`src/rtl/fir4_pkg.sv`:
```
package fir4_pkg;

  // Value of one radix-8 signed digit from a 4-bit window {b(3i+2), b(3i+1), b(3i), b(3i-1)}
  function automatic logic signed [3:0] booth_digit(input logic [3:0] q);
    int v;
    v = (q[2] ? 2 : 0) + int'(q[1]) + int'(q[0]) - (q[3] ? 4 : 0);
    return 4'(v);
  endfunction

  // Rows left after one level of 3:2 compression
  function automatic int next_rows(input int n);
    return (n / 3) * 2 + (n % 3);
  endfunction

  function automatic int rows_at(input int n, input int level);
    int r;
    r = n;
    for (int i = 0; i < level; i++) r = next_rows(r);
    return r;
  endfunction

  function automatic int tree_depth(input int n);
    int r;
    int d;
    r = n;
    d = 0;
    while (r > 2) begin
      r = next_rows(r);
      d++;
    end
    return d;
  endfunction

endpackage

```
`src/rtl/fir4_coef_bank.sv`:
```
module fir4_coef_bank #(
  parameter int TAPS   = 4,
  parameter int COEF_W = 8,
  parameter int IDX_W  = 2
) (
  input  logic                               clk,
  input  logic                               rst,
  input  logic                               we,
  input  logic [IDX_W-1:0]                   idx,
  input  logic [COEF_W-1:0]                  wdata,
  output logic [TAPS-1:0][COEF_W-1:0]        coef,
  output logic [TAPS-1:0][COEF_W+1:0]        triple
);

  function automatic logic [COEF_W+1:0] triple_of(input logic [COEF_W-1:0] w);
    return {{2{w[COEF_W-1]}}, w} + {w[COEF_W-1], w, 1'b0};
  endfunction

  logic [COEF_W+1:0] wtriple;
  assign wtriple = triple_of(wdata);

  always_ff @(posedge clk) begin
    if (rst) begin
      coef   <= '0;
      triple <= '0;
    end else if (we) begin
      coef[idx]   <= wdata;
      triple[idx] <= wtriple;
    end
  end

  // a write lands in the indexed register at the next edge
  a_r4_write_lands: assert property (@(posedge clk) disable iff (rst)
    we |=> coef[$past(idx)] == $past(wdata));

  for (genvar k = 0; k < TAPS; k++) begin : g_chk
    // triple register tracks its coefficient
    a_r5_triple_tracks: assert property (@(posedge clk) disable iff (rst)
      int'($signed(triple[k])) == 3 * int'($signed(coef[k])));
    // taps that are not addressed keep their value
    a_r9_others_keep: assert property (@(posedge clk) disable iff (rst)
      !(we && idx == IDX_W'(k)) |=> $stable(coef[k]));
  end

  // reset clears the bank
  a_r8_bank_cleared: assert property (@(posedge clk)
    rst |=> (coef == '0) && (triple == '0));

endmodule

```
`src/rtl/fir4_delay_line.sv`:
```
module fir4_delay_line #(
  parameter int TAPS   = 4,
  parameter int DATA_W = 8
) (
  input  logic                        clk,
  input  logic                        rst,
  input  logic                        shift,
  input  logic [DATA_W-1:0]           din,
  output logic [TAPS-1:0][DATA_W-1:0] window
);

  logic [TAPS-2:0][DATA_W-1:0] hist;

  assign window[0] = din;
  for (genvar k = 1; k < TAPS; k++) begin : g_win
    assign window[k] = hist[k-1];
  end

  always_ff @(posedge clk) begin
    if (rst) begin
      hist <= '0;
    end else if (shift) begin
      hist[0] <= din;
      for (int k = 1; k < TAPS - 1; k++) hist[k] <= hist[k-1];
    end
  end

  // history advances only on an accepted sample
  a_r3_shift_on_valid: assert property (@(posedge clk) disable iff (rst)
    shift |=> hist[0] == $past(din));
  a_r3_hold_when_idle: assert property (@(posedge clk) disable iff (rst)
    !shift |=> $stable(hist));

endmodule

```
`src/rtl/fir4_booth_rows.sv`:
```
module fir4_booth_rows
  import fir4_pkg::*;
#(
  parameter int TAPS   = 4,
  parameter int DATA_W = 8,
  parameter int COEF_W = 8,
  parameter int OUT_W  = 19,
  parameter int NDIG   = 3
) (
  input  logic                              clk,
  input  logic                              rst,
  input  logic [TAPS-1:0][DATA_W-1:0]       window,
  input  logic [TAPS-1:0][COEF_W-1:0]       coef,
  input  logic [TAPS-1:0][COEF_W+1:0]       triple,
  output logic [TAPS*NDIG-1:0][OUT_W-1:0]   rows
);

  localparam int PAD_W = 3 * NDIG + 1;
  localparam int EXT_W = 3 * NDIG - DATA_W;

  // One partial-product row: digit times multiplicand, weighted by 8^i
  function automatic logic [OUT_W-1:0] pp_row(input logic [3:0] q,
                                               input logic [COEF_W-1:0] c,
                                               input logic [COEF_W+1:0] t,
                                               input int pos);
    logic signed [3:0] d;
    logic [OUT_W-1:0] m;
    int mag;
    d   = booth_digit(q);
    mag = (d < 0) ? -int'(d) : int'(d);
    case (mag)
      1:       m = OUT_W'($signed(c));
      2:       m = OUT_W'($signed(c)) << 1;
      3:       m = OUT_W'($signed(t));
      4:       m = OUT_W'($signed(c)) << 2;
      default: m = '0;
    endcase
    if (d < 0) m = ~m + 1'b1;
    return m << pos;
  endfunction

  for (genvar t = 0; t < TAPS; t++) begin : g_tap
    wire [PAD_W-1:0] pad;
    assign pad = {{EXT_W{window[t][DATA_W-1]}}, window[t], 1'b0};

    for (genvar i = 0; i < NDIG; i++) begin : g_dig
      assign rows[t*NDIG+i] = pp_row(pad[3*i+3:3*i], coef[t], triple[t], 3 * i);
    end

    logic [OUT_W-1:0] tap_total;
    logic [OUT_W-1:0] tap_ref;
    always_comb begin
      tap_total = '0;
      for (int i = 0; i < NDIG; i++) tap_total += rows[t*NDIG+i];
    end
    assign tap_ref = OUT_W'($signed(coef[t])) * OUT_W'($signed(window[t]));

    // the rows of one tap add up to the exact product
    a_r6_booth_exact: assert property (@(posedge clk) disable iff (rst)
      tap_total == tap_ref);
  end

endmodule

```
`src/rtl/fir4_csa_tree.sv`:
```
module fir4_csa_tree
  import fir4_pkg::*;
#(
  parameter int N = 12,
  parameter int W = 19
) (
  input  logic                 clk,
  input  logic                 rst,
  input  logic [N-1:0][W-1:0]  rows,
  output logic [W-1:0]         sum_row,
  output logic [W-1:0]         carry_row
);

  localparam int LEVELS = tree_depth(N);
  localparam int LAST   = rows_at(N, LEVELS);

  for (genvar l = 0; l <= LEVELS; l++) begin : g_lvl
    localparam int CUR = rows_at(N, l);
    wire [CUR-1:0][W-1:0] r;
    if (l == 0) begin : g_in
      assign r = rows;
    end else begin : g_cmp
      localparam int PREV = rows_at(N, l - 1);
      localparam int GRP  = PREV / 3;
      localparam int REM  = PREV % 3;
      for (genvar g = 0; g < GRP; g++) begin : g_fa
        wire [W-1:0] a;
        wire [W-1:0] b;
        wire [W-1:0] c;
        assign a = g_lvl[l-1].r[3*g];
        assign b = g_lvl[l-1].r[3*g+1];
        assign c = g_lvl[l-1].r[3*g+2];
        assign r[2*g]   = a ^ b ^ c;
        assign r[2*g+1] = ((a & b) | (a & c) | (b & c)) << 1;
      end
      for (genvar p = 0; p < REM; p++) begin : g_pass
        assign r[2*GRP+p] = g_lvl[l-1].r[3*GRP+p];
      end
    end
  end

  assign sum_row = g_lvl[LEVELS].r[0];
  if (LAST >= 2) begin : g_two
    assign carry_row = g_lvl[LEVELS].r[1];
  end else begin : g_one
    assign carry_row = '0;
  end

  logic [W-1:0] row_total;
  always_comb begin
    row_total = '0;
    for (int i = 0; i < N; i++) row_total += rows[i];
  end

  // compression keeps the arithmetic sum of all rows
  a_r7_tree_conserves: assert property (@(posedge clk) disable iff (rst)
    row_total == W'(sum_row + carry_row));

endmodule

```
`src/rtl/fir4_prog.sv`:
```
module fir4_prog #(
  parameter int TAPS   = 4,
  parameter int DATA_W = 8,
  parameter int COEF_W = 8,
  localparam int IDX_W  = $clog2(TAPS),
  localparam int OUT_W  = DATA_W + COEF_W + $clog2(TAPS) + 1
) (
  input  logic              clk,
  input  logic              rst,
  input  logic              in_valid,
  input  logic [DATA_W-1:0] in_sample,
  input  logic              coef_we,
  input  logic [IDX_W-1:0]  coef_idx,
  input  logic [COEF_W-1:0] coef_data,
  output logic              out_valid,
  output logic [OUT_W-1:0]  y_out
);

  localparam int NDIG = (DATA_W + 3) / 3;
  localparam int ROWS = TAPS * NDIG;

  logic                          sample_take;
  logic                          coef_take;
  logic [TAPS-1:0][DATA_W-1:0]   window;
  logic [TAPS-1:0][COEF_W-1:0]   coef;
  logic [TAPS-1:0][COEF_W+1:0]   triple;
  logic [ROWS-1:0][OUT_W-1:0]    rows;
  logic [OUT_W-1:0]              red_sum;
  logic [OUT_W-1:0]              red_carry;
  logic [OUT_W-1:0]              acc_next;

  assign sample_take = in_valid;
  assign coef_take   = coef_we;

  fir4_coef_bank #(.TAPS(TAPS), .COEF_W(COEF_W), .IDX_W(IDX_W)) u_bank (
    .clk(clk), .rst(rst), .we(coef_take), .idx(coef_idx), .wdata(coef_data),
    .coef(coef), .triple(triple)
  );

  fir4_delay_line #(.TAPS(TAPS), .DATA_W(DATA_W)) u_line (
    .clk(clk), .rst(rst), .shift(sample_take), .din(in_sample), .window(window)
  );

  fir4_booth_rows #(.TAPS(TAPS), .DATA_W(DATA_W), .COEF_W(COEF_W),
                    .OUT_W(OUT_W), .NDIG(NDIG)) u_rows (
    .clk(clk), .rst(rst), .window(window), .coef(coef), .triple(triple), .rows(rows)
  );

  fir4_csa_tree #(.N(ROWS), .W(OUT_W)) u_tree (
    .clk(clk), .rst(rst), .rows(rows), .sum_row(red_sum), .carry_row(red_carry)
  );

  assign acc_next = red_sum + red_carry;

  always_ff @(posedge clk) begin
    if (rst) begin
      out_valid <= 1'b0;
      y_out     <= '0;
    end else begin
      out_valid <= sample_take;
      if (sample_take) y_out <= acc_next;
    end
  end

  // output strobe is the input strobe one cycle later
  a_r2_valid_follows: assert property (@(posedge clk) disable iff (rst)
    sample_take |=> out_valid);
  a_r2_no_spurious_valid: assert property (@(posedge clk) disable iff (rst)
    !sample_take |=> !out_valid);
  // output holds between samples
  a_r3_output_holds: assert property (@(posedge clk) disable iff (rst)
    !sample_take |=> $stable(y_out));
  // reset clears the output side
  a_r8_output_cleared: assert property (@(posedge clk)
    rst |=> (y_out == '0) && !out_valid);

endmodule

```
`config.mk`:
```
export PLATFORM = sky130hd
export DESIGN_NAME = fir4_prog
export DESIGN_NICKNAME = d
export VERILOG_FILES = /design/src/rtl/fir4_pkg.sv /design/src/rtl/fir4_coef_bank.sv /design/src/rtl/fir4_delay_line.sv /design/src/rtl/fir4_booth_rows.sv /design/src/rtl/fir4_csa_tree.sv /design/src/rtl/fir4_prog.sv
export SDC_FILE = /design/constraint.sdc
export NUM_CORES = 1
export LEC_CHECK = 0
export ABC_AREA = 1
export BUFFER_PORTS_ARGS = -buffer_cell sky130_fd_sc_hd__buf_2
export CAP_MARGIN = 10
export CORE_MARGIN = 5
export CORE_UTILIZATION = 50
export CTS_CLUSTER_SIZE = 10
export DETAILED_ROUTE_END_ITERATION = 6
export GPL_TIMING_DRIVEN = 0
export HOLD_SLACK_MARGIN = 0.06
export MAX_ROUTING_LAYER = met4
export PLACE_DENSITY = 0.68
export SYNTH_ARGS = -nofsm -noshare
export SYNTH_HDL_FRONTEND = slang
export SYNTH_HIERARCHICAL = 1
export SYNTH_SLANG_ARGS = --single-unit
```
`constraint.sdc`:
```
create_clock -name clk -period 9.6 [get_ports clk]
set_input_delay 1.92 -clock clk [delete_from_list [all_inputs] [get_ports clk]]
set_output_delay 1.92 -clock clk [all_outputs]
set_load 0.03 [all_outputs]
```
* Word-level counts from Yosys, hierarchy flattened *
Index checks and enable logic that the tools add are counted.

storage, ports and cells
  register bits after elaboration = 116
  bits in latches = 0
  bits in writable memories = 0
  bits in read-only memories = 0
  input port bits = 22
  output and inout port bits = 20
  memories kept = 0

cells by class
  $add $sub $neg = 58
  multiply operators = 0
  divide/modulo/power cells = 0
  $lt $le $gt $ge = 14
  equality and inequality tests = 48
  shift operators = 0
  multiplexer cells = 66
  bitwise logic cells = 82
  reduce and logical (&&, ||, !) cells = 1

operators by type and width
  cell                                                                          count
  32-bit by 2-bit == test with 1-bit output, second input constant              24
  18-bit AND                                                                    30
  32-bit by 1-bit == test with 1-bit output, second input constant              12
  32-bit by 3-bit == test with 1-bit output, second input constant              12
  32-bit 2-to-1 mux                                                             12
  4-bit negation with 32-bit output                                             12
  19-bit XOR                                                                    20
  18-bit OR                                                                     20
  19-bit case mux with 4 select lines                                           4
  16-bit case mux with 4 select lines                                           4
  13-bit case mux with 4 select lines                                           4
  4-bit by 2-bit adder with 4-bit output                                        20
  19-bit by 1-bit adder with 19-bit output, second input constant               4
  19-bit 2-to-1 mux                                                             4
  19-bit NOT                                                                    4
  16-bit by 1-bit adder with 16-bit output, second input constant               4
  16-bit 2-to-1 mux                                                             4
  16-bit NOT                                                                    4
  13-bit by 1-bit adder with 13-bit output, second input constant               4
  13-bit 2-to-1 mux                                                             4
  13-bit NOT                                                                    4
  4-bit by 1-bit less-than comparator with 1-bit output, second input constant  12
  4-bit subtractor                                                              12
  40-bit bitwise mux                                                            1
  12 further kinds                                                              34

* Longest topological paths before layout *
Gate-level depths: netlist of the first run.

  depth after elaboration = 27
  depth in mapped cells = 40

* Cells and area by module *
Netlist of the first run, hierarchy kept.

by module, submodules not included
  module           instances  cells an instance  area an instance (µm²)  seq. area each (µm²)
  fir4_booth_rows  1          1562               8405.6                  0.0
  fir4_csa_tree    1          484                4737.0                  0.0
  fir4_coef_bank   1          361                2810.2                  1281.2
  fir4_prog        1          304                1828.0                  400.4
  fir4_delay_line  1          160                1044.8                  480.5

* Least setup slack after synthesis of the first run *
No wires, ideal clock.

  kind = input -> register
  from = input in_sample[2]
  to = register y_out[10]
  data arrival time = 7.785 ns
  required time = 9.487 ns
  slack = 1.702 ns
  stages = 32
  path buffers = 1
  cell sequence = buf_4 ha_1 inv_1 ha_1 ha_1 nand3_1 a21oi_4 nand3_1 o21ai_2 inv_1 ha_1 nand2_1 nor2_2 nand2_1 nand2_1 nand2_1 nand2_1 fa_1 fa_1 inv_1 fa_1 fa_1 inv_1 fa_1 ha_1 nand2_1 inv_1 a21oi_2 nand3_2 or2_1 nand3_1 nand2_1

RTL lines
  what                    line             text
  start: declaration      fir4_prog.sv:11  input logic [DATA_W-1:0] in_sample,
  end signal: assignment  fir4_prog.sv:61  if (sample_take) y_out <= acc_next;
  end: declaration        fir4_prog.sv:16  output logic [OUT_W-1:0] y_out

==> results.txt, run 1 <==
The run finished with clean final reports. The number of buffers and inverters on the critical path is 7. The area growth from synthesis to layout came out at 6.86%. The sequential-to-total area share from yosys stat came out at 0.115. The total wire length after detailed routing is 59800 µm.

The hold violation total from the final report came out at 0. The top cell family by delay on the critical path is adder cells. The power per cell area came out at 280 nW/µm². The buffer depth of the longest clock path is 2. Setup repair after global routing left no endpoint under its margin. The worst slack at placement is 897 ps. The most used flip-flop cell after synthesis is sky130_fd_sc_hd__dfxtp_1. The commonest cells after synthesis are sky130_fd_sc_hd__nand2_1 (658), sky130_fd_sc_hd__inv_1 (545), sky130_fd_sc_hd__nor2_1 (348).

In this run the static leakage power is 10.8 nW. The synthesized design contains 0 enable-type register cells. The HPWL reported at the end of detailed placement came out at just over 50000 µm.

Synthesis inferred 108 register bits. The clock transition at the registers of the reported paths came out at 80 ps. The critical path is of the input port to flop type.

The largest total area in the synthesized netlist belongs to sky130_fd_sc_hd__fa_1. The pre-antenna-repair detailed-routing pass consisted of 6 iterations. The filler-free cell count of the finished design is about 3.5k. For this configuration, the core starts out at a cell density of 0.503. The hold buffer count at CTS came out at 0. The post-route clock skew is 9.39 ps. The region available for standard cell placement spans 37400 µm². The worst voltage drop across the vdd grid came out at 290 µV.

In this run the number of H-tree levels came out at 3. STA classifies the critical path startpoint as an input port. The number of nets at the end of the flow came out at 3249.

Once routing completed, OpenROAD measured the worst setup slack at 1270 ps. By area the synthesized netlist is led by sky130_fd_sc_hd__fa_1 (19%), sky130_fd_sc_hd__nand2_1 (13%), sky130_fd_sc_hd__dfxtp_1 (11%), sky130_fd_sc_hd__inv_1 (11%), sky130_fd_sc_hd__nor2_1 (6.9%). The detailed-route wire length per cell came out at 17.2 µm. The tightest min-delay check is of the flop to flop type. The number of buffers added by the clock tree synthesis step came out at 9. The share of synthesized flip-flops with an asynchronous set or reset is 0.

Once the clock tree was built, the setup fixing pass inserted 0 buffers. The clock period minus worst slack came out at 8330 ps. The largest individual stage delay along the critical path comes from the cell sky130_fd_sc_hd__fa_1. between 40 and 50 I/O pins were placed. The filler cell count in the final layout is 3780. The post-synthesis cell count is about 2.9k.

STA classifies the critical path endpoint as a flop. By instance count, the leading cell after synthesis is sky130_fd_sc_hd__nand2_1. The yosys synthesis warning count came out at 6. The number of antenna violations at the first check in global routing came out at 0. The number of placement rows is 71.

The number of pins with negative max-slew slack in the final report is 0. The pin count of the biggest net entering global routing came out at 23. Based on the critical path, the design can be clocked at up to about 120 MHz. The highest net fanout along the worst path is 7.

Buffers placed on the I/O ports in this run total 40. The count of distinct cell types in the synthesized netlist came out at 57. The total instance count after detailed placement is 3458. The die footprint is 41600 µm². The first-pass GRT wire length is approximately 94000 µm. The routed via count divided by cell count came out at 5.22.

The maximum single-stage delay on the critical path came out at 600 ps. For this run, design rule violations remaining after detail routing come to 0. The required time at the endpoint of the critical path is 9880 ps. The post-cts gate resize count came out at 0. The cell chosen for the clock root is sky130_fd_sc_hd__clkbuf_16.

The most numerous cell type found on the critical path is sky130_fd_sc_hd__nand2_1. The total grt overflow came out at 0. The slew at the pin closest to its max-slew limit is 881 ps. The later-pin clock latency in the skew report is approximately 390 ps.

The final cell utilization of the core came out at 0.538. The share of the clock period used by the worst path came out at 0.868. The aggregate negative setup slack is 0 ps. The post-synthesis average cell area is between 6 and 7 µm². The number of global-route vias before repair is 17.2k. The remaining max-slew budget at the tightest pin came out at 0.413. The area share of the largest cell type after synthesis is 0.185. The global router's overall resource usage is 0.295. At the end of routability-driven placement, the weighted congestion stood at 1.01. The horizontal extent of the die is slightly above 200 µm. Across the run, the number of max-cap violations was 0. Of the cells placed in the final design, the portion with a size suffix greater than 1 is 0.119. TritonCTS built the clock tree. The sink count of the clock tree came out at 108.

The number of routed nets with antenna violations is 0. The total vias in the final route is 18.1k. Summing every instance area after synthesis gives 18800 µm².

In this run, the number of DRC markers left after iteration 0 of detailed routing was 1320. The height of the die came out at 204 µm. The setup-violating endpoint count in the final report came out at 0. The worst path arrival time came out at 8620 ps.
## flip-flops by register name (all words and copies together) (netlist names)
name,count
out_valid,1
u_bank/coef,30
u_bank/triple,34
u_line/window,24
y_out,19
## cells by family (layout without fill, tap and decap cells)
family                   after synthesis  after routing  share of synthesized area
adder cells (fa/ha/maj)              269            269                      0.248
XOR/XNOR                              75             75                     0.0361
other                                  2             39                   0.000399
flip-flops                           108            108                      0.115
AO/OA/AOI/OAI                        307            307                      0.101
AND/OR/NAND/NOR                     1428           1428                      0.341
buffers and inverters                682            738                      0.158
## metrics by stage
stage,total power (W),instance area [µm²],hold WS (ps)
after floorplan,0.00419,19000,453
after global placement,0.00518,19800,464
after detailed placement,0.00522,19800,462
after CTS,0.00566,20100,477
after global routing,0.00641,20100,493
final,0.00563,20100,473
## area by class of cell
type                    instances  area, µm²  share of cell area
repair buffers                 40        200             0.00995
flip-flops and latches        108       2160               0.107
inverters                     574       2160               0.107
clock inverters                 7       88.8             0.00442
well taps                     511        639              0.0318
clock buffers                   9        225              0.0112
diodes                          1       2.50            0.000124
plain buffers                 108        821              0.0408
multi-input cells            2117      13800               0.687
## layout by cell type (no fill, tap or decap), types with 47 or more instances in the layout
cell type	instances
sky130_fd_sc_hd__a21oi_1	54
sky130_fd_sc_hd__buf_2	54
sky130_fd_sc_hd__buf_4	61
sky130_fd_sc_hd__dfxtp_1	108
sky130_fd_sc_hd__fa_1	174
sky130_fd_sc_hd__ha_1	95
sky130_fd_sc_hd__inv_1	545
sky130_fd_sc_hd__nand2_1	658
sky130_fd_sc_hd__nand3_1	182
sky130_fd_sc_hd__nand4_1	83
sky130_fd_sc_hd__nor2_1	348
sky130_fd_sc_hd__o21ai_0	77
sky130_fd_sc_hd__o22ai_1	72
sky130_fd_sc_hd__xor2_1	47
## final timing paths
check / startpoint / endpoint / slack, ps / depth (start not counted)
min: y_out[10] / y_out[10] / 470 / 2
max: in_sample[2] / y_out[10] / 1270 / 33
max reg2reg: u_line/window[10] / y_out[10] / 2320 / 32
min reg2reg: y_out[10] / y_out[10] / 470 / 2
## tightest hold or removal path, cell delays in order (launching register included)
cell and delay [ps]:
sky130_fd_sc_hd__dfxtp_1 310, sky130_fd_sc_hd__nand3_1 70, sky130_fd_sc_hd__nand2_1 50
## power breakdown
| group | total [W] | internal [W] | switching, W |
|---|---|---|---|
| registers | 0.000557 | 0.000505 | 0.0000520 |
| clock network | 0.000405 | 0.000190 | 0.000216 |
| logic | 0.00467 | 0.00169 | 0.00298 |
## per-layer routing
metal	wire length [µm]	global-route usage
met1	26800	0.388
met2	26800	0.466
met3	4250	0.0605
met4	1820	0.0857
met5	0	-
Note: power is estimated with default switching activity, not from simulation.
==> inputs of run 2 (changes only) <==
- PLACE_DENSITY: 0.68 -> not set
- PLACE_DENSITY_LB_ADDON: not set -> 0.3
==> run 2 against run 1 <==
Effect of this change:
- the run now ends with design-rule violations left
- clock-buffer cell count did not move
- cell area barely moved
- via count rose by 1.1%
- first-iteration DRC count rose by 23%
- power rose by 2.1%
- sequential cell count did not move
- routed wire length fell by 2.6%
- worst hold slack improved by 3.2 ps
- fmax fell by 0.80%
- combinational power rose by 2%
- largest power group unchanged
==> results.txt, run 2 (synthesized netlist as in run 1, its figures left out) <==
The first-pass GRT wire length is 91700 µm (was 93600 µm). The type of the worst setup path is input port to flop (unchanged). The number of placement rows is 71 (unchanged). The register-to-register setup slack is 2350 ps (was 2320 ps). The worst voltage drop across the vdd grid came to 377 µV (was 290 µV).

The number of remaining DRC errors came out at 1 (was 0). The hold-critical path depth came out at 2 (unchanged). The type of element launching the critical path is an input port (unchanged).

Outcome: complete, but fails checks (was finished clean). The standby leakage power is 10.8 nW (about the same). The hold buffer count at CTS was 0 (unchanged).

The number of global-route vias before repair came to 17.2k (about the same). The cell count of the worst reg-to-reg path came to 34 (was 32). The internal portion of total power is 0.00243 W (was 0.00238 W). The final cell area excluding filler cells is 20100 µm² (about the same). The horizontal extent of the die was 204 µm (unchanged).

The largest register by flop count is u_bank/triple (unchanged). The clock transition at the registers of the reported paths is 80 ps (about the same). The post-cts gate resize count is 0 (unchanged). The total instance count after detailed placement came out at 3458 (unchanged). The detailed-route wire length per cell is 16.8 µm (was 17.2 µm).

The later-pin clock latency in the skew report is 390 ps (about the same). The number of nets at the end of the flow was 3249 (unchanged). The pin count of the biggest net entering global routing is 22 (was 23). The remaining max-slew budget at the tightest pin is 0.368 (was 0.413). The starting density of the core was 0.503 (unchanged). The area of the placeable core was 37400 µm² (unchanged). The power share of the clock group is 0.073 (was 0.072).

The type of destination of the critical path is a flop (unchanged). The count of port buffers added during placement was 40 (unchanged). The dominant cell type by count on the critical path is sky130_fd_sc_hd__nand2_1 (unchanged). The total wire length after detailed routing is 58200 µm (was 59800 µm). The buffer depth of the longest clock path came to 2 (unchanged). The required time at the endpoint of the critical path is 9890 ps (was 9880 ps). The aggregate negative setup slack is 0 ps (unchanged). The maximum single-stage delay on the critical path is 560 ps (was 600 ps). The height of the die is 204 µm (unchanged).

The most common library cell in the layout ignoring fill and taps is sky130_fd_sc_hd__nand2_1 (unchanged). The weighted congestion reported at the end of routability-driven placement came out at 1.07 (was 1.01). The total grt overflow is 0 (unchanged). The number of primary I/O pins is 42 (unchanged). The CTS tree is built (unchanged).

The sink count of the clock tree came out at 108 (unchanged). The post-route clock skew came to 11.9 ps (was 9.39 ps). The proportion of layout cells with a drive suffix above 1 came out at 0.119 (unchanged).

The number of routed nets with antenna violations came out at 0 (unchanged). The hold violation total from the final report came out at 0 (unchanged). The number of buffers added by the clock tree synthesis step is 9 (unchanged). The switching component of the power came to 0.00333 W (was 0.00325 W). The die footprint came to 41600 µm² (unchanged).

The filler-free cell count of the finished design is 3474 (was 3475). The area growth from synthesis to layout came out at 6.92% (was 6.86%). The antenna diode instance count came to 0 (was 1). The setup-violating endpoint count in the final report came out at 0 (unchanged). The post-CTS repair timing setup buffer count was 0 (unchanged). The number of pins with negative max-slew slack in the final report is 0 (unchanged). The worst path arrival time was 8690 ps (was 8620 ps). The H-tree depth is 3 (unchanged). The max-capacitance violation count is 0 (unchanged).

The part of the power in combinational logic came out at 0.831 (was 0.829). The number of flip-flops under the largest register name came to 34 (unchanged). The instance area at placement came out at 19800 µm² (unchanged). The part of the power in registers came to 0.097 (was 0.099). The cell chosen for the clock root is sky130_fd_sc_hd__clkbuf_16 (unchanged). The HPWL reported at the end of detailed placement is 49500 µm (was 51000 µm).

The classification of the worst-slack hold path is flop to flop (unchanged). The highest net fanout along the worst path is 8 (was 7). The filler cell count in the final layout is 3790 (was 3780). The number of antenna violations at the first check in global routing was 0 (unchanged). The standard cell with the maximum stage delay on the critical path is sky130_fd_sc_hd__fa_1 (unchanged). The clock period minus worst slack is 8400 ps (was 8330 ps). The routed via count divided by cell count came out at 5.28 (was 5.22). The count of routing violations after the opening detailed-route iteration came out at 1621 (was 1320). The checks that failed: design-rule violations.

The power per cell area came out at 286 nW/µm² (was 280 nW/µm²). The global router's overall resource usage was 0.287 (was 0.295). RSZ-0062 raised after global routing: no (unchanged). The detailed-routing iteration count for the pre-antenna-repair pass came out at 7 (was 6).

The final total power is 0.00575 W (was 0.00563 W). The highest achievable clock rate came out at 119 MHz (was 120 MHz). The share of the clock period used by the worst path came out at 0.875 (was 0.868).

The slew at the pin closest to its max-slew limit is 948 ps (was 881 ps). The total vias in the final route came out at 18.4k (was 18.1k). Most used cells in the layout excluding fill and tap cells: sky130_fd_sc_hd__nand2_1 (658), sky130_fd_sc_hd__inv_1 (545), sky130_fd_sc_hd__nor2_1 (348) (unchanged).

The switching share of power came to 0.578 (was 0.577).
[run 2: critical path: cells and delay by family]
family | cells | cell delay [ps]
xor+xnor | 1 | 260
compound gates | 3 | 420
simple gates | 13 | 1530
fa+ha+maj | 10 | 3870
buf+inv | 8 | 690
[run 2: cell type report]
class	instances	area, µm²	share of cell area
Timing Repair Buffer	40	200	0.00995
Clock inverter	7	103	0.00510
Multi-Input combinational cell	2117	13800	0.686
Buffer	108	821	0.0408
Sequential cell	108	2160	0.107
Clock buffer	9	225	0.0112
Inverter	574	2160	0.107
Tap cell	511	639	0.0318
[run 2: worst paths after layout]
| path | startpoint | end |
|---|---|---|
| min reg2reg | y_out[10] | y_out[10] |
| max reg2reg | u_line/window[18] | y_out[14] |
| max | in_sample[5] | y_out[14] |
| min | y_out[10] | y_out[10] |
[run 2: layer usage]
layer / up-vias / global-route usage / share of wire
met5: - / - / 0
li1: 9012 / - / -
met1: 8605 / 0.379 / 0.43
met4: 0 / 0.0993 / 0.037
met2: 630 / 0.458 / 0.46
met3: 106 / 0.0362 / 0.070
[run 2: power by group through the flow]
stage	Combinational [W]	Clock, W	Sequential (W)
floorplan	0.00359	0	0.000602
global placement	0.00462	0	0.000564
detailed placement	0.00472	0	0.000565
CTS	0.00477	0.000427	0.000555
global route	0.00547	0.000442	0.000562
finish	0.00478	0.000418	0.000556
[run 2: per-stage QoR]
step / utilization / hold WS, ps / setup slack (ps)
CTS: 0.538 / 477 / 1290
global placement: 0.529 / 460 / 916
finish: 0.538 / 476 / 1200
global route: 0.538 / 501 / 813
detailed placement: 0.529 / 464 / 885
floorplan: - / 453 / 1700
==> inputs of run 3 (changes only) <==
- HOLD_SLACK_MARGIN: 0.06 -> not set
- MAX_ROUTING_LAYER: met4 -> not set
==> run 3 against run 2 <==
Effect of this change:
- the flow still finishes with violations (design-rule violations)
- largest cell class unchanged
- utilization is 0.064 points lower
- critical path depth unchanged
- fmax down 0.29%
- global-route usage shrank 0.52 points
==> results.txt, run 3 (synthesized netlist as in run 1, its figures left out) <==
The hold violation total from the final report is 0 (unchanged). The area of the placeable core was 37400 µm² (unchanged). The clock period minus worst slack is 8420 ps (was 8400 ps). The number of antenna violations at the first check in global routing was 0 (unchanged). The detailed-routing iteration count for the pre-antenna-repair pass is 7 (unchanged). The proportion of layout cells with a drive suffix above 1 came to 0.119 (unchanged). The number of flip-flops under the largest register name was 34 (unchanged). The type of the worst setup path is input port to flop (unchanged). The post-cts gate resize count is 0 (unchanged). The standby leakage power is 10.8 nW (about the same). The total wire length after detailed routing was 58200 µm (about the same). The clock transition at the registers of the reported paths is 80 ps (about the same).

The area growth from synthesis to layout is 6.79% (was 6.92%). The height of the die came out at 204 µm (unchanged). The filler cell count in the final layout came out at 3793 (was 3790).

The end of the worst register-to-register path is y_out[18] (was y_out[14]). The CTS tree is built (unchanged). Outcome: complete, but fails checks (unchanged).

The global-route met2 utilization is 0.460 (was 0.458). The highest achievable clock rate is 119 MHz (about the same). The met1 demand-to-capacity share in global routing came out at 0.381 (was 0.379). The global router's overall resource usage is 0.282 (was 0.287). The most common library cell in the layout ignoring fill and taps is sky130_fd_sc_hd__nand2_1 (unchanged). The count of routing violations after the opening detailed-route iteration came to 1780 (was 1621). The slew at the pin closest to its max-slew limit came out at 874 ps (was 948 ps). The hold path startpoint is y_out[9] (was y_out[10]). The later-pin clock latency in the skew report is 380 ps (was 390 ps).

The worst path arrival time is 8740 ps (was 8690 ps). The hold buffer count at CTS came out at 0 (unchanged). The hold-critical path depth came to 2 (unchanged). The share of the clock period used by the worst path is 0.878 (was 0.875). The count of port buffers added during placement came to 40 (unchanged). The first-pass GRT wire length came out at 92700 µm (was 91700 µm). The post-CTS repair timing setup buffer count came out at 0 (unchanged). The weighted congestion reported at the end of routability-driven placement came to 1.02 (was 1.07). The number of primary I/O pins is 42 (unchanged). The H-tree depth came out at 3 (unchanged). The total instance count after detailed placement came out at 3458 (unchanged). The filler-free cell count of the finished design came to 3474 (unchanged). The sink count of the clock tree is 108 (unchanged). RSZ-0062 raised after global routing: no (unchanged). The final cell utilization of the core is 0.538 (about the same).

Violations in the final reports: design-rule violations (unchanged). The total grt overflow came out at 0 (unchanged). The worst voltage drop across the vdd grid is 339 µV (was 377 µV). The buffer depth of the longest clock path is 2 (unchanged). The met3 usage in global routing was 0.0419 (was 0.0362).

The starting density of the core came out at 0.503 (unchanged). The die footprint came out at 41600 µm² (unchanged). The remaining max-slew budget at the tightest pin is 0.411 (was 0.368).

The highest net fanout along the worst path came to 7 (was 8). The required time at the endpoint of the critical path is 9920 ps (was 9890 ps). The aggregate negative setup slack is 0 ps (unchanged).

The number of pins with negative max-slew slack in the final report is 0 (unchanged). The number of global-route vias before repair came to 17.4k (was 17.2k). The detailed-route wire length per cell came to 16.7 µm (was 16.8 µm). The cell count of the worst reg-to-reg path is 34 (unchanged). The worst hold-check slack came out at 476 ps (about the same). The standard cell with the maximum stage delay on the critical path was sky130_fd_sc_hd__fa_1 (unchanged). The horizontal extent of the die is 204 µm (unchanged). The number of placement rows is 71 (unchanged).

The post-route clock skew is 8.53 ps (was 11.9 ps). The worst reg2reg path startpoint is u_line/window[18] (unchanged). The pin count of the biggest net entering global routing came out at 21 (was 22).

The setup-violating endpoint count in the final report came out at 0 (unchanged). The type of destination of the critical path is a flop (unchanged). The endpoint with the worst hold slack is y_out[9] (was y_out[10]). The number of remaining DRC errors is 3 (was 1).

The classification of the worst-slack hold path is flop to flop (unchanged). Most used cells in the layout excluding fill and tap cells: sky130_fd_sc_hd__nand2_1 (658), sky130_fd_sc_hd__inv_1 (545), sky130_fd_sc_hd__nor2_1 (348) (unchanged). The instance area at placement is 19800 µm² (unchanged).

The largest register by flop count is u_bank/triple (unchanged). The register-to-register setup slack came out at 2330 ps (was 2350 ps). The cell chosen for the clock root was sky130_fd_sc_hd__clkbuf_16 (unchanged). The dominant cell type by count on the critical path was sky130_fd_sc_hd__nand2_1 (unchanged).

The type of element launching the critical path was an input port (unchanged). The number of nets at the end of the flow came out at 3249 (unchanged). The antenna diode instance count is 0 (unchanged). The number of buffers added by the clock tree synthesis step is 9 (unchanged).

The routed via count divided by cell count was 5.27 (was 5.28). The total vias in the final route came out at 18.3k (was 18.4k). The max-capacitance violation count is 0 (unchanged). The HPWL reported at the end of detailed placement came out at 49300 µm (was 49500 µm). The most crowded layer after global routing is met2 (unchanged). The sequential cell area is 2160 µm² (unchanged). The number of routed nets with antenna violations was 0 (unchanged). The multi-input combinational cell area is 13800 µm² (unchanged). The power per cell area came out at 283 nW/µm² (was 286 nW/µm²).

The final cell area excluding filler cells came out at 20100 µm² (about the same). The maximum single-stage delay on the critical path is 610 ps (was 560 ps).
-- run 3: cell count changes in the layout (fill, tap and decap cells not counted) --
cell	delta
sky130_fd_sc_hd__bufinv_16	-1
sky130_fd_sc_hd__clkbuf_8	+1
sky130_fd_sc_hd__clkinv_4	-2
sky130_fd_sc_hd__clkinv_8	-1
sky130_fd_sc_hd__clkinvlp_4	+2
sky130_fd_sc_hd__inv_8	+1
-- run 3: through the flow --
step | total power, W | worst slack (ps)
3_5_place_dp | 0.00526 | 818
3_3_place_gp | 0.00516 | 872
2_1_floorplan | 0.00419 | 1700
4_1_cts | 0.00569 | 1190
5_1_grt | 0.00643 | 816
6_report | 0.00569 | 1180
-- run 3: where the power goes --
| group | internal (W) | total [W] | switching (W) |
|---|---|---|---|
| Clock | 0.000191 | 0.000391 | 0.000200 |
| Combinational | 0.00171 | 0.00474 | 0.00303 |
| Sequential | 0.000505 | 0.000557 | 0.0000517 |
| Total | 0.00241 | 0.00569 | 0.00329 |
-- run 3: final cells by class --
cell class | instances | share of cell area
Clock buffer | 10 | 0.0119
Inverter | 574 | 0.107
Buffer | 108 | 0.0408
Multi-Input combinational cell | 2117 | 0.687
Timing Repair Buffer | 40 | 0.00996
Clock inverter | 6 | 0.00324
Tap cell | 511 | 0.0318
Sequential cell | 108 | 0.108
-- run 3: how the worst max path moves through the flow --
stage / to / depth (start not counted) / from / slack [ps]
4_1_cts: y_out[18] / 35 / in_sample[2] / 1190
5_1_grt: y_out[18] / 35 / in_sample[2] / 820
3_5_place_dp: y_out[18] / 35 / in_sample[2] / 820
3_3_place_gp: y_out[14] / 36 / in_sample[2] / 870
2_1_floorplan: y_out[10] / 32 / in_sample[2] / 1700
6_report: y_out[18] / 35 / in_sample[2] / 1180
-- run 3: worst max-delay path, delay by kind of cell --
kind,cells,cell delay [ps]
buf+inv,7,620
fa+ha+maj,10,4050
simple gates,15,1450
compound gates,3,720
-- run 3: metal layers --
metal	share of wire	routed length (µm)	up-vias
met1	0.43	25200	8513
met3	0.072	4170	129
met2	0.45	26300	663
met4	0.042	2450	0
met5	0	0	-
li1	-	-	9016
